`config.mk`:
```
export PLATFORM = sky130hd
export DESIGN_NAME = saw_pwm_channel
export DESIGN_NICKNAME = d
export VERILOG_FILES = /design/src/rtl/saw_pwm_pkg.sv /design/src/rtl/saw_pwm_regs.sv /design/src/rtl/saw_pwm_prescaler.sv /design/src/rtl/saw_pwm_counter.sv /design/src/rtl/saw_pwm_out.sv /design/src/rtl/saw_pwm_channel.sv
export SDC_FILE = /design/constraint.sdc
export NUM_CORES = 1
export LEC_CHECK = 0
export ABC_AREA = 1
export CORE_AREA = 2 2 143 145
export CTS_BUF_LIST = sky130_fd_sc_hd__clkbuf_4 sky130_fd_sc_hd__clkbuf_8 sky130_fd_sc_hd__clkbuf_16
export CTS_CLUSTER_DIAMETER = 120
export CTS_CLUSTER_SIZE = 20
export DETAILED_ROUTE_END_ITERATION = 8
export DIE_AREA = 0 0 145 147
export GPL_ROUTABILITY_DRIVEN = 0
export HOLD_SLACK_MARGIN = 0.06
export PLACE_DENSITY = 0.8
export SYNTH_ARGS = -nofsm -noshare
export SYNTH_HDL_FRONTEND = slang
export SYNTH_SLANG_ARGS = --single-unit
```
`constraint.sdc`:
```
create_clock -name clk -period 7.8 [get_ports clk]
set_input_delay 1.56 -clock clk [delete_from_list [all_inputs] [get_ports clk]]
set_output_delay 1.56 -clock clk [all_outputs]
set_load 0.02 [all_outputs]
```
`src/rtl/saw_pwm_pkg.sv`:
```
package saw_pwm_pkg;
    localparam int DATA_W = 32;
    localparam int ADDR_W = 8;
    localparam int PRE_W  = 10;
    localparam int FUNC_W = 5;
    localparam int N_OUT  = 2;

    localparam logic [ADDR_W-1:0] OFF_CTRL = 8'h2C;
    localparam logic [ADDR_W-1:0] OFF_DIR  = 8'h30;
    localparam logic [ADDR_W-1:0] OFF_PIN  = 8'h34;
    localparam logic [ADDR_W-1:0] OFF_BUF  = 8'h40;
    localparam logic [ADDR_W-1:0] OFF_CNT  = 8'h48;
    localparam logic [ADDR_W-1:0] OFF_CMPA = 8'h4C;
    localparam logic [ADDR_W-1:0] OFF_CMPB = 8'h50;
    localparam logic [ADDR_W-1:0] OFF_PER  = 8'h64;

    localparam logic [FUNC_W-1:0] FN_SET_TOGGLE = 5'h1B;
    localparam logic [2:0]        MODE_SAW      = 3'd0;

    typedef struct packed {
        logic       start;
        logic [2:0] mode;
        logic [2:0] csel;
    } ctrl_t;

    typedef struct packed {
        logic [FUNC_W-1:0] func;
        logic              oe;
    } pin_cfg_t;

    // Terminal value of the prescale divider for a clock-select code.
    function automatic logic [PRE_W-1:0] div_last(input logic [2:0] sel);
        case (sel)
            3'd0:    return PRE_W'(0);
            3'd1:    return PRE_W'(3);
            3'd2:    return PRE_W'(15);
            3'd3:    return PRE_W'(63);
            3'd4:    return PRE_W'(255);
            default: return PRE_W'(1023);
        endcase
    endfunction
endpackage

```
`src/rtl/saw_pwm_regs.sv`:
```
module saw_pwm_regs
    import saw_pwm_pkg::*;
#(
    parameter int CNT_W = 32
) (
    input  logic                        clk,
    input  logic                        rst,
    input  logic                        we,
    input  logic [ADDR_W-1:0]           addr,
    input  logic [DATA_W-1:0]           wdata,
    input  logic [CNT_W-1:0]            cnt,
    output logic [DATA_W-1:0]           rdata,
    output ctrl_t                       ctrl,
    output logic [1:0]                  dir,
    output pin_cfg_t [N_OUT-1:0]        pin_cfg,
    output logic [N_OUT-1:0][CNT_W-1:0] cmp,
    output logic [CNT_W-1:0]            per
);
    logic [DATA_W-1:0] buf_en;

    always_ff @(posedge clk) begin
        if (rst) begin
            ctrl    <= '0;
            dir     <= '0;
            pin_cfg <= '0;
            cmp     <= '0;
            per     <= '0;
            buf_en  <= '0;
        end else if (we) begin
            case (addr)
                OFF_CTRL: begin
                    ctrl.start <= wdata[0];
                    if (!ctrl.start) begin
                        ctrl.mode <= wdata[18:16];
                        ctrl.csel <= wdata[26:24];
                    end
                end
                OFF_DIR:  dir <= wdata[1:0];
                OFF_PIN: begin
                    pin_cfg[0] <= '{func: wdata[4:0],   oe: wdata[8]};
                    pin_cfg[1] <= '{func: wdata[20:16], oe: wdata[24]};
                end
                OFF_BUF:  buf_en <= wdata;
                OFF_CMPA: cmp[0] <= wdata[CNT_W-1:0];
                OFF_CMPB: cmp[1] <= wdata[CNT_W-1:0];
                OFF_PER:  per    <= wdata[CNT_W-1:0];
                default: ;
            endcase
        end
    end

    always_comb begin
        rdata = '0;
        case (addr)
            OFF_CTRL: begin
                rdata[0]     = ctrl.start;
                rdata[18:16] = ctrl.mode;
                rdata[26:24] = ctrl.csel;
            end
            OFF_DIR: rdata[1:0] = dir;
            OFF_PIN: begin
                rdata[4:0]   = pin_cfg[0].func;
                rdata[8]     = pin_cfg[0].oe;
                rdata[20:16] = pin_cfg[1].func;
                rdata[24]    = pin_cfg[1].oe;
            end
            OFF_BUF:  rdata = buf_en;
            OFF_CNT:  rdata = DATA_W'(cnt);
            OFF_CMPA: rdata = DATA_W'(cmp[0]);
            OFF_CMPB: rdata = DATA_W'(cmp[1]);
            OFF_PER:  rdata = DATA_W'(per);
            default: ;
        endcase
    end

    // mode and clock select are frozen across a control write while running
    p_mode_locked_r7: assert property (@(posedge clk) disable iff (rst)
        (ctrl.start && we && addr == OFF_CTRL) |=> ($stable(ctrl.mode) && $stable(ctrl.csel)));
endmodule

```
`src/rtl/saw_pwm_prescaler.sv`:
```
module saw_pwm_prescaler
    import saw_pwm_pkg::*;
(
    input  logic       clk,
    input  logic       rst,
    input  logic       run,
    input  logic [2:0] csel,
    output logic       tick
);
    logic [PRE_W-1:0] pre;
    logic [PRE_W-1:0] last;

    assign last = div_last(csel);
    assign tick = run && (pre >= last);

    always_ff @(posedge clk) begin
        if (rst || !run) pre <= '0;
        else if (pre >= last) pre <= '0;
        else pre <= pre + 1'b1;
    end

    // the divider restarts from zero whenever counting is off
    p_pre_clear_r4: assert property (@(posedge clk) disable iff (rst)
        !run |=> (pre == '0));
endmodule

```
`src/rtl/saw_pwm_counter.sv`:
```
module saw_pwm_counter #(
    parameter int CNT_W = 32
) (
    input  logic             clk,
    input  logic             rst,
    input  logic             tick,
    input  logic [CNT_W-1:0] per,
    input  logic             load,
    input  logic [CNT_W-1:0] load_val,
    output logic [CNT_W-1:0] cnt,
    output logic [CNT_W-1:0] cnt_nxt,
    output logic             wrap
);
    assign wrap    = tick && (cnt >= per);
    assign cnt_nxt = wrap ? '0 : cnt + 1'b1;

    always_ff @(posedge clk) begin
        if (rst) cnt <= '0;
        else if (load) cnt <= load_val;
        else if (tick) cnt <= cnt_nxt;
    end

    // no tick and no load keeps the count
    p_hold_r3: assert property (@(posedge clk) disable iff (rst)
        (!tick && !load) |=> $stable(cnt));
    // a tick at or above the period returns the counter to zero
    p_wrap_zero_r5: assert property (@(posedge clk) disable iff (rst)
        (wrap && !load) |=> (cnt == '0));
endmodule

```
`src/rtl/saw_pwm_out.sv`:
```
module saw_pwm_out
    import saw_pwm_pkg::*;
#(
    parameter int CNT_W = 32
) (
    input  logic             clk,
    input  logic             rst,
    input  logic             run,
    input  logic             tick,
    input  logic             wrap,
    input  logic [CNT_W-1:0] cnt_nxt,
    input  logic [CNT_W-1:0] cmp,
    input  pin_cfg_t         cfg,
    output logic             pin
);
    logic lvl;

    always_ff @(posedge clk) begin
        if (rst || !run) lvl <= 1'b1;
        else if (wrap) lvl <= 1'b1;
        else if (tick && cnt_nxt == cmp) lvl <= ~lvl;
    end

    assign pin = run && cfg.oe && (cfg.func == FN_SET_TOGGLE) && lvl;

    // the cycle-end tick always leaves the output level high
    p_end_high_r6: assert property (@(posedge clk) disable iff (rst)
        wrap |=> lvl);
    // while idle the level is preset so counting starts high
    p_idle_preset_r8: assert property (@(posedge clk) disable iff (rst)
        !run |=> lvl);
endmodule

```
`src/rtl/saw_pwm_channel.sv`:
```
module saw_pwm_channel
    import saw_pwm_pkg::*;
#(
    parameter int CNT_W = 32
) (
    input  logic              clk,
    input  logic              rst,
    input  logic              reg_we,
    input  logic [ADDR_W-1:0] reg_addr,
    input  logic [DATA_W-1:0] reg_wdata,
    output logic [DATA_W-1:0] reg_rdata,
    output logic              pwm_a,
    output logic              pwm_b
);
    ctrl_t                       ctrl;
    logic [1:0]                  dir;
    pin_cfg_t [N_OUT-1:0]        pin_cfg;
    logic [N_OUT-1:0][CNT_W-1:0] cmp;
    logic [CNT_W-1:0]            per;
    logic [CNT_W-1:0]            cnt;
    logic [CNT_W-1:0]            cnt_nxt;
    logic                        wrap;
    logic                        tick;
    logic                        run;
    logic                        cnt_load;
    logic [N_OUT-1:0]            pin;

    assign run      = ctrl.start && (ctrl.mode == MODE_SAW) && dir[0];
    assign cnt_load = reg_we && (reg_addr == OFF_CNT);

    saw_pwm_regs #(.CNT_W(CNT_W)) regs_i (
        .clk(clk), .rst(rst), .we(reg_we), .addr(reg_addr), .wdata(reg_wdata),
        .cnt(cnt), .rdata(reg_rdata), .ctrl(ctrl), .dir(dir),
        .pin_cfg(pin_cfg), .cmp(cmp), .per(per)
    );

    saw_pwm_prescaler pre_i (
        .clk(clk), .rst(rst), .run(run), .csel(ctrl.csel), .tick(tick)
    );

    saw_pwm_counter #(.CNT_W(CNT_W)) cnt_i (
        .clk(clk), .rst(rst), .tick(tick), .per(per), .load(cnt_load),
        .load_val(reg_wdata[CNT_W-1:0]), .cnt(cnt), .cnt_nxt(cnt_nxt), .wrap(wrap)
    );

    for (genvar g = 0; g < N_OUT; g++) begin : g_out
        saw_pwm_out #(.CNT_W(CNT_W)) out_i (
            .clk(clk), .rst(rst), .run(run), .tick(tick), .wrap(wrap),
            .cnt_nxt(cnt_nxt), .cmp(cmp[g]), .cfg(pin_cfg[g]), .pin(pin[g])
        );
    end

    assign pwm_a = pin[0];
    assign pwm_b = pin[1];

    // pins stay low whenever counting is off
    p_pins_low_idle_r8: assert property (@(posedge clk) disable iff (rst)
        !run |-> (!pwm_a && !pwm_b));
endmodule

```
==> results of run 1 <==
[worst reg2reg max path, cell delays in order (launching register included)]
cell	delay (ns)
sky130_fd_sc_hd__dfxtp_1	0.37
sky130_fd_sc_hd__a21oi_1	0.29
sky130_fd_sc_hd__nand2_1	0.08
sky130_fd_sc_hd__inv_1	0.09
sky130_fd_sc_hd__ha_1	0.25
sky130_fd_sc_hd__nand4_1	0.10
sky130_fd_sc_hd__nand3_1	0.07
sky130_fd_sc_hd__nand2_1	0.06
sky130_fd_sc_hd__nand4_1	0.11
sky130_fd_sc_hd__nand2_1	0.22
sky130_fd_sc_hd__inv_2	0.12
sky130_fd_sc_hd__nand2_4	0.47
sky130_fd_sc_hd__buf_4	0.60
sky130_fd_sc_hd__nand2_1	0.17
sky130_fd_sc_hd__xor2_1	0.19
sky130_fd_sc_hd__nor2_1	0.27
sky130_fd_sc_hd__nand3_1	0.16
sky130_fd_sc_hd__nor2_2	0.13
sky130_fd_sc_hd__nand2_1	0.07
sky130_fd_sc_hd__nand2_1	0.06
sky130_fd_sc_hd__nand3_1	0.06
[per-stage QoR]
stage	setup slack, ns	power, mW	cell area (um2)	instances
6_report	1.65	1.96	13000	2040
5_1_grt	1.44	2.00	13000	2040
4_1_cts	1.71	1.96	13000	2040
3_5_place_dp	1.71	1.08	12400	2008
3_3_place_gp	1.81	1.08	12400	2008
2_1_floorplan	3.34	1.04	11500	1731
[cell type report]
class | instances | area (um2) | area share, %
well taps | 270 | 338 | 2.59
multi-input cells | 1248 | 6580 | 50.5
clock inverters | 15 | 168 | 1.29
repair buffers | 93 | 890 | 6.83
inverters | 204 | 766 | 5.88
flip-flops and latches | 193 | 3860 | 29.7
clock buffers | 17 | 425 | 3.27
[logic make-up after synthesis]
kind of cell,Yosys count,synth area share (%)
compound gates,303,17.6
buf+inv,290,9.64
simple gates,863,31.5
xor+xnor,38,2.95
flops,193,33.5
fa+ha+maj,44,4.78
[state kept, by name, indices dropped and copies added, names as in the netlist]
| name | flops |
|---|---|
| pre_i.pre | 10 |
| regs_i.buf_en | 32 |
| regs_i.dir | 2 |
| regs_i.per | 32 |
| regs_i.cmp | 64 |
| regs_i.pin_cfg | 12 |
| regs_i.ctrl | 7 |
| g_out.out_i.lvl | 2 |
| cnt_i.cnt | 32 |
[report_power, final]
part           internal [mW]  switching [mW]  leakage, nW
clock network          0.458           0.442        0.292
registers              0.986         0.00134         1.55
logic                 0.0256          0.0497         3.20
[cell usage after synthesis, drive strengths merged]
master and number:
a211oi 105, a21o 2, a21oi 74, a221oi 25, a31oi 31, and3 1, and3b 1, buf 11
clkbuf 75, clkinv 4, dfxtp 193, ha 44, inv 200, nand2 436, nand3 138, nand3b 2
nand4 21, nor2 225, nor3 32, nor3b 4, o2111ai 6, o211ai 5, o21a 3, o21ai 19
o221ai 9, o22ai 24, or2 2, or3 1, xnor2 6, xor2 32
[path summary, 6_finish.rpt]
path / startpoint / end / depth (start not counted)
setup / recovery: reg_addr[6] / reg_rdata[27] / 13
hold / removal: regs_i.buf_en[8]$_SDFFE_PP0P_ / regs_i.buf_en[8]$_SDFFE_PP0P_ / 2
setup reg to reg: regs_i.ctrl[1]$_SDFFE_PP0P_ / g_out[1].out_i.lvl$_SDFFE_PP1P_ / 20
hold reg to reg: regs_i.buf_en[8]$_SDFFE_PP0P_ / regs_i.buf_en[8]$_SDFFE_PP0P_ / 2
[cells in the final DEF (no fill, tap or decap), drive strengths merged, types with 9 or more instances in the layout]
| cell type | netlist | routed |
|---|---|---|
| clkinv | 4 | 10 |
| nor3 | 32 | 32 |
| a31oi | 31 | 31 |
| clkdlybuf4s50 | 0 | 75 |
| inv | 200 | 208 |
| nand3 | 138 | 138 |
| a211oi | 105 | 105 |
| ha | 44 | 44 |
| xor2 | 32 | 32 |
| buf | 11 | 18 |
| o21ai | 19 | 19 |
| clkbuf | 75 | 17 |
| nand2 | 436 | 436 |
| a221oi | 25 | 25 |
| dfxtp | 193 | 193 |
| o22ai | 24 | 24 |
| nor2 | 225 | 225 |
| a21oi | 74 | 74 |
| o221ai | 9 | 9 |
| nand4 | 21 | 21 |
[metal layers]
| metal | vias to the layer above | GRT usage (%) |
|---|---|---|
| li1 | 5849 | - |
| met1 | 5663 | 45.8 |
| met2 | 775 | 57.5 |
| met3 | 158 | 7.70 |
| met4 | 0 | 17.8 |
| met5 | - | 0 |
==> flow_summary.json, run 1 <==
{
  "dieArea_um2": 21300,
  "post_synth.cell_area_avg_um2": 6.66,
  "post-cts-setup-buffers": 0,
  "drive_gt1_share_pct": 4.69,
  "remaining_drc_errors": 0,
  "critical_path.most_common_cell": "sky130_fd_sc_hd__inv_1",
  "final-setup-viol-count": 0,
  "synth_area_um2": 11500,
  "finalHoldViolCount": 0,
  "detailedRoute.firstIterationViolations": 1570,
  "static-leakage-power_nw": 5.05,
  "chipHeight_um": 147,
  "grt_use_total_pct": 35.8,
  "tns_ns": 0,
  "wl_per_cell_um": 19.1,
  "h-tree-depth": 4,
  "synth_area_leader_cell": "sky130_fd_sc_hd__dfxtp_1",
  "crit_buf_inv": 6,
  "cts_resized": 0,
  "yosys_warn_count": 0,
  "critPathMaxStageDelay_ns": 0.62,
  "post-dp-hpwl_um": 27100,
  "postSynthRegisterBits": 193,
  "post-synth-top-area-fraction_pct": 33.5,
  "cts_hold_buf": 0,
  "grt_first_pass_wirelength_um": 60700,
  "cp_data_arrival_time_ns": 4.59,
  "regToRegSetupSlack_ns": 3.75,
  "rows": 52,
  "vias_per_cell": 6.10,
  "timing.final.max_slew_violations": 0,
  "worst_slew_margin_rel_pct": 33.7,
  "cp_top_family": "buffers and inverters",
  "cp_slowest_cell": "sky130_fd_sc_hd__clkdlybuf4s50_1",
  "syn-instance-count": 1731,
  "utilization_pct": 65.6,
  "power_density_nw_per_um2": 151,
  "drt-total-wl_um": 38900,
  "run_status": "complete, no violations",
  "met1_length_um": 15200,
  "timing_worst_slew_pin_value_ns": 0.992,
  "route.vias.total": 12445,
  "tritoncts": "yes",
  "highest-signal-layer": "met4",
  "grt_setup_unrepaired": "no",
  "final.period_utilization_pct": 78.9,
  "min_hold_slack_ns": 0.464,
  "floorplan.initialDensity_pct": 58.1,
  "boundaryPins": 77,
  "port_buffers": 76,
  "met2RoutedLength_um": 17600,
  "grt_max_degree": 126,
  "synth_cell_types": 40,
  "final_worst_clock_skew_ns": 0.0144,
  "area_of_the_placeable_core_um2": 19800,
  "fillCellCount": 1749,
  "grt_overflow_total": 0,
  "critical_path.startpoint_type": "primary input",
  "clk_pin_slew_ns": 0.08,
  "layout_min_cycle_time_ns": 6.15,
  "detail_route.first_pass.iterations": 8,
  "worst_ir_drop_vdd_uv": 159,
  "clock_path_buffers": 2,
  "dr_wl_met3_um": 4130,
  "clock_sink_count": 193,
  "fmax_mhz": 163,
  "min-delay-path-class": "register to register",
  "antenna_found_initial": 0,
  "worst-path-max-fanout": 17,
  "vias_in_the_first_global_route": 11303,
  "area_contributors_post_synth": "sky130_fd_sc_hd__dfxtp_1, sky130_fd_sc_hd__nand2_1, sky130_fd_sc_hd__nor2_1",
  "cts_inserted_buffers": 17,
  "num_antenna_cells": 0,
  "critPathRequiredTime_ns": 6.24,
  "clk_latency_ns": 0.45,
  "final_nets": 1844,
  "maxCapViolations": 0,
  "timing_worst_setup_path_type": "primary input to output pin",
  "syn_nets": 1818,
  "cts_root_buffer": "sky130_fd_sc_hd__clkbuf_16",
  "critPathCaptureType": "output pin",
  "syn2layout_area_growth_pct": 13.0,
  "ys_seq_area_share_pct": 33.5,
  "x_dimension_of_the_die_um": 145,
  "critical_path_cell_by_cell": "clkdlybuf4s50_1 > inv_1 > nor2_1 > inv_1 > nor3_1 > nand2_1 > inv_1 > buf_4 > nand2_1 > o21ai_0 > a221oi_1 > o21ai_0 > clkdlybuf4s50_1",
  "residual_antenna_violating_net_count_after_detailed_routing": 0
}
Power figures use the tool's default switching activity.
==> run 2, diff against run 1 <==
Clock period 7.8 ns to 6 ns, I/O delays scaled along.
==> run 2 against run 1 <==
Total power up 31%. Largest power group unchanged. Clock-buffer cell count unchanged. Clock power up 32%. Sequential power up 30%. Hold slack worse by 0.0019 ns.
==> flow_summary.json, run 2 (synthesis results as in run 1) <==
{
  "cts_resized": 0,
  "detailedRoute.firstIterationViolations": 1354,
  "fillCellCount": 1818,
  "number_of_standard_cells_in_the_final_layout_excluding_fillers": 2037,
  "drt-total-wl_um": 38500,
  "worst_ir_drop_vdd_uv": 185,
  "final_nets": 1841,
  "static-leakage-power_nw": 5.03,
  "clk_pin_slew_ns": 0.07,
  "grt_max_degree": 116,
  "finalHoldViolCount": 0,
  "worst_hold_endpoint": "regs_i.buf_en[18]$_SDFFE_PP0P_",
  "post-cts-setup-buffers": 0,
  "cp_data_arrival_time_ns": 4.01,
  "drive_gt1_share_pct": 4.53,
  "worstHoldPathCells": 2,
  "total_power_consumption_of_the_routed_design_mw": 2.57,
  "largest_register_ff_count": 64,
  "worst_slew_margin_rel_pct": 21.0,
  "placed_cell_count": 2005,
  "h-tree-depth": 4,
  "critPathCaptureType": "output pin",
  "chipHeight_um": 147,
  "final_worst_clock_skew_ns": 0.0103,
  "timing_worst_slew_pin_value_ns": 1.19,
  "fmax_mhz": 192,
  "rows": 52,
  "layout.cells.most_common": "sky130_fd_sc_hd__nand2_1",
  "mostFrequentLayoutCells": "sky130_fd_sc_hd__nand2_1, sky130_fd_sc_hd__nor2_1, sky130_fd_sc_hd__inv_1",
  "crit-reg2reg-capture": "g_out[1].out_i.lvl$_SDFFE_PP1P_",
  "remaining_drc_errors": 0,
  "critical_path.startpoint_type": "primary input",
  "hold_path_startpoint": "regs_i.buf_en[18]$_SDFFE_PP0P_",
  "clock_sink_count": 193,
  "residual_antenna_violating_net_count_after_detailed_routing": 0,
  "cts_hold_buf": 0,
  "worst-path-max-fanout": 17,
  "run_status": "complete, no violations",
  "grt_setup_unrepaired": "no",
  "grt_overflow_total": 0,
  "tns_ns": 0,
  "clk_latency_ns": 0.45,
  "timing_worst_setup_path_type": "primary input to output pin",
  "clock_path_buffers": 2,
  "source_of_the_worst_register_to_register_timing_path": "regs_i.ctrl[1]$_SDFFE_PP0P_",
  "route.vias.total": 12325,
  "min-delay-path-class": "register to register",
  "stdcell_area_um2": 13000,
  "maxCapViolations": 0,
  "regToRegSetupSlack_ns": 2.05,
  "dieArea_um2": 21300,
  "power_density_nw_per_um2": 198,
  "top_register": "regs_i.cmp",
  "layout_min_cycle_time_ns": 5.21,
  "vias_in_the_first_global_route": 11400,
  "x_dimension_of_the_die_um": 145,
  "boundaryPins": 77,
  "syn2layout_area_growth_pct": 12.8,
  "cts_root_buffer": "sky130_fd_sc_hd__clkbuf_16",
  "reg2reg_depth": 18,
  "postPlaceCellArea_um2": 12400,
  "port_buffers": 76,
  "grt_first_pass_wirelength_um": 60900,
  "post-dp-hpwl_um": 26700,
  "floorplan.initialDensity_pct": 58.1,
  "wl_per_cell_um": 18.9,
  "cts_inserted_buffers": 17,
  "timing.final.max_slew_violations": 0,
  "antenna_found_initial": 0,
  "num_antenna_cells": 0,
  "detail_route.first_pass.iterations": 6,
  "final.period_utilization_pct": 86.8,
  "grt_use_total_pct": 35.9,
  "tritoncts": "yes",
  "vias_per_cell": 6.05,
  "final-setup-viol-count": 0,
  "critPathRequiredTime_ns": 4.80,
  "min_hold_slack_ns": 0.462,
  "area_of_the_placeable_core_um2": 19800
}
run 2: cell types whose count changed in the layout (fill, tap and decap cells not counted), sizes merged:
cell and delta:
inv +1, buf -3, clkinv -1
run 2: critical path, stage by stage:
cell and delay [ns]:
sky130_fd_sc_hd__clkdlybuf4s50_1 0.47, sky130_fd_sc_hd__nor2_1 0.04, sky130_fd_sc_hd__inv_1 0.07, sky130_fd_sc_hd__nor3_1 0.08, sky130_fd_sc_hd__nand2_1 0.10, sky130_fd_sc_hd__clkinv_1 0.71, sky130_fd_sc_hd__a221oi_1 0.57, sky130_fd_sc_hd__o211ai_1 0.18
sky130_fd_sc_hd__clkdlybuf4s50_1 0.57
run 2: area by class of cell:
class	count	area, um2	area share, %
timing repair buffer	90	867	6.67
inverter	204	766	5.89
multi-input combinational	1248	6580	50.6
tap	270	338	2.60
clock inverter	15	168	1.29
clock buffer	17	425	3.27
sequential	193	3860	29.7
run 2: how the worst max path moves through the flow:
stage / start / end / slack [ns]
floorplan: reg_addr[6] / reg_rdata[23] / 2.26
global placement: reg_addr[7] / reg_rdata[2] / 0.92
detailed placement: reg_addr[7] / reg_rdata[2] / 0.87
CTS: reg_addr[7] / reg_rdata[2] / 0.86
global route: reg_addr[6] / reg_rdata[28] / 0.64
finish: reg_addr[7] / reg_rdata[24] / 0.79
run 2: metal layers:
layer	wire, um	track usage [%]	part of all wire [%]
met5	0	0	0
met3	3680	8.20	9.6
met1	15400	45.6	40
met4	2470	22.3	6.4
met2	17000	55.8	44
run 2: power by group:
group | internal (mW) | leakage [nW] | switching (mW)
clock | 0.596 | 0.292 | 0.590
combinational | 0.0332 | 3.19 | 0.0657
sequential | 1.28 | 1.55 | 0.00170
run 2: metrics by stage:
stage                     utilization [%]  worst slack [ns]
final                                65.5             0.791
after CTS                            65.5             0.864
after floorplan                         -              2.26
after global routing                 65.5             0.644
after detailed placement             62.5             0.871
after global placement               62.5             0.917
==> run 3, diff against run 2 <==
Settings changed: CORE_AREA 2 2 143 145 to 2 2 158 160, DIE_AREA 0 0 145 147 to 0 0 160 162, GPL_TIMING_DRIVEN set to 0, PLACE_DENSITY 0.8 to 0.79, SYNTH_HIERARCHICAL set to 1.
==> run 3 against run 2 <==
Global-route usage is 5.1 points higher. Largest cell class unchanged. The run now ends with DRC left. First-iteration DRC count is 79% higher. Critical path depth is 1 higher. Critical path type unchanged. Critical endpoint is now reg_rdata[23].
==> flow_summary.json, run 3 <==
{
  "finalHoldViolCount": 0,
  "yosysMostFrequentCell": "sky130_fd_sc_hd__nand2_1",
  "synth.mux.area_fraction_pct": 0,
  "setup_slack_ns": 0.595,
  "p_int_mw": 1.89,
  "critPathCaptureType": "output pin",
  "detailedRoute.firstIterationViolations": 2420,
  "power.clock.fraction_pct": 42.8,
  "final-setup-viol-count": 0,
  "wl_per_cell_um": 18.5,
  "worst_ir_drop_vdd_uv": 162,
  "detail_route.first_pass.iterations": 9,
  "clk_pin_slew_ns": 0.07,
  "chipHeight_um": 162,
  "grt_overflow_total": 0,
  "tritoncts": "yes",
  "switching_share_pct": 27.1,
  "remaining_drc_errors": 3,
  "post_synth.cell_area_avg_um2": 5.73,
  "drt-total-wl_um": 53600,
  "cts_resized": 0,
  "drive_gt1_share_pct": 6.32,
  "yosys_warn_count": 6,
  "worst_slew_margin_rel_pct": 35.4,
  "worst-path-max-fanout": 10,
  "run_status": "finished, violations left",
  "antenna_found_initial": 0,
  "final_worst_clock_skew_ns": 0.0109,
  "preCtsSetupSlack_ns": 0.804,
  "layout_min_cycle_time_ns": 5.40,
  "largest_register_ff_count": 64,
  "route.vias.total": 16431,
  "grt_max_degree": 17,
  "area_of_the_placeable_core_um2": 24100,
  "min-delay-path-class": "register to register",
  "combinational_family_with_the_most_area_after_synthesis": "simple AND/OR/NAND/NOR gates",
  "critPathRequiredTime_ns": 4.80,
  "synth_area_um2": 14200,
  "synth_area_leader_cell": "sky130_fd_sc_hd__dfxtp_1",
  "ys_async_sr_fraction_pct": 0,
  "timing_worst_setup_path_type": "primary input to output pin",
  "synth.top_cells.by_count": "sky130_fd_sc_hd__nand2_1, sky130_fd_sc_hd__inv_1, sky130_fd_sc_hd__nor2_1",
  "synthAdderAreaFrac_pct": 3.89,
  "placed_cell_count": 2872,
  "post-synth-top-area-fraction_pct": 27.3,
  "cts_root_buffer": "sky130_fd_sc_hd__clkbuf_16",
  "port_buffers": 76,
  "synth_edf_count": 0,
  "boundaryPins": 77,
  "floorplan.initialDensity_pct": 58.8,
  "cp_data_arrival_time_ns": 4.20,
  "main_synth_ff_type": "sky130_fd_sc_hd__dfxtp_1",
  "regToRegSetupSlack_ns": 2.11,
  "power_density_nw_per_um2": 164,
  "syn-instance-count": 2472,
  "fmax_mhz": 185,
  "vias_per_cell": 5.66,
  "fillCellCount": 2365,
  "timing.final.max_slew_violations": 0,
  "maxCapViolations": 0,
  "rows": 57,
  "violations": "DRC",
  "cts_inserted_buffers": 17,
  "worstHoldPathCells": 1,
  "power.sequential.fraction_pct": 49.5,
  "tns_ns": 0,
  "area_contributors_post_synth": "sky130_fd_sc_hd__dfxtp_1, sky130_fd_sc_hd__nand2_1, sky130_fd_sc_hd__inv_1",
  "static-leakage-power_nw": 7.69,
  "grt_setup_unrepaired": "no",
  "cp_slowest_cell": "sky130_fd_sc_hd__clkbuf_1",
  "min_hold_slack_ns": 0.452,
  "clock_sink_count": 193,
  "p_comb_share_pct": 7.8,
  "syn_nets": 2559,
  "synthesized_area_fraction_occupied_by_xor_and_xnor_cells_pct": 1.85,
  "ys_seq_area_share_pct": 27.3,
  "clk_latency_ns": 0.45,
  "post-dp-hpwl_um": 41100,
  "critPathMaxStageDelay_ns": 0.64,
  "grt_first_pass_wirelength_um": 81400,
  "grt_use_total_pct": 41.0,
  "cts_hold_buf": 0,
  "h-tree-depth": 4,
  "postSynthRegisterBits": 193,
  "timing_worst_slew_pin_value_ns": 0.962,
  "layout.cells.most_common": "sky130_fd_sc_hd__nand2_1",
  "vias_in_the_first_global_route": 15014,
  "reg2reg_depth": 26,
  "critical_path_cell_by_cell": "clkdlybuf4s50_1 > inv_1 > nand2_1 > nor2_1 > clkbuf_1 > nand3_1 > o21ai_0 > inv_1 > nand2_1 > clkdlybuf4s50_1",
  "mostFrequentLayoutCells": "sky130_fd_sc_hd__nand2_1, sky130_fd_sc_hd__inv_1, sky130_fd_sc_hd__nor2_1",
  "dieArea_um2": 25900,
  "num_antenna_cells": 0,
  "synthSimpleGateAreaFrac_pct": 45.5,
  "syn2layout_area_growth_pct": 12.0,
  "synth_compound_area_share_pct": 5.50,
  "clock_path_buffers": 2,
  "top_register": "regs_i/cmp",
  "residual_antenna_violating_net_count_after_detailed_routing": 0,
  "p_switching_mw": 0.703,
  "number_of_standard_cells_in_the_final_layout_excluding_fillers": 2903,
  "post-cts-setup-buffers": 0,
  "critical_path.startpoint_type": "primary input",
  "x_dimension_of_the_die_um": 160,
  "synth_cell_types": 42,
  "final_nets": 2654,
  "final.period_utilization_pct": 90.1
}
==> run 3: changes by cell type after synthesis, sizes merged, moves of 12 or more <==
cell,delta
a211oi,-105
inv,+268
o22ai,-22
clkbuf,-47
nand3,+152
nor2,+253
a221oi,-25
o21ai,+12
a31oi,-31
nand2,+245
nor3,-21
a22oi,+32
buf,+61
a21oi,-14
==> run 3: stage by stage <==
stage,area (um2),utilization [%],total power [mW]
2_1_floorplan,14200,-,1.41
3_3_place_gp,15300,63.6,1.50
3_5_place_dp,15300,63.6,1.50
4_1_cts,15900,65.8,2.58
5_1_grt,15900,65.8,2.65
6_report,15900,65.8,2.60
==> run 3: path summary, 6_finish.rpt <==
path / startpoint / to
hold reg to reg: pre_i/pre[0]$_SDFF_PP0_ / pre_i/pre[0]$_SDFF_PP0_
setup reg to reg: regs_i/ctrl[1]$_SDFFE_PP0P_ / g_out[1].out_i/lvl$_SDFFE_PP1P_
setup / recovery: reg_addr[2] / reg_rdata[23]
hold / removal: pre_i/pre[0]$_SDFF_PP0_ / pre_i/pre[0]$_SDFF_PP0_
==> run 3: worst max-delay path: cells and delay by family <==
| kind | cells | cell delay [ns] |
|---|---|---|
| and+or+nand+nor | 4 | 0.95 |
| AOI/OAI and AO/OA | 1 | 0.13 |
| buffers and inverters | 5 | 1.93 |
==> run 3: routing by layer <==
metal / GRT usage (%) / routed length [um] / share of wire [%] / up-vias
li1: - / - / - / 7680
met1: 49.2 / 19200 / 36 / 7183
met2: 64.2 / 22300 / 42 / 1250
met3: 10.4 / 7320 / 14 / 318
met4: 29.9 / 4810 / 9.0 / 0
met5: 0 / 0 / 0 / -
==> run 3: kinds of logic after synthesis <==
family          Yosys count
compound gates          133
buf+inv                 571
simple gates           1502
fa+ha+maj                44
flops                   193
xor+xnor                 29
==> run 3: area by class of cell <==
type                            instances  area, um2  share of cell area [%]
Buffer                                100        492                    3.10
Multi-Input combinational cell       1708       8040                    50.7
Sequential cell                       193       3860                    24.3
Inverter                              471       1770                    11.1
Clock buffer                           20        460                    2.90
Clock inverter                         11       80.1                   0.505
Tap cell                              324        405                    2.55
Timing Repair Buffer                   76        761                    4.79
==> run 3: power by group through the flow <==
| stage | Sequential, mW | Clock (mW) | Combinational, mW |
|---|---|---|---|
| floorplan | 1.31 | 0 | 0.0916 |
| global placement | 1.31 | 0 | 0.187 |
| detailed placement | 1.31 | 0 | 0.188 |
| CTS | 1.28 | 1.10 | 0.190 |
| global route | 1.28 | 1.16 | 0.208 |
| finish | 1.28 | 1.11 | 0.202 |
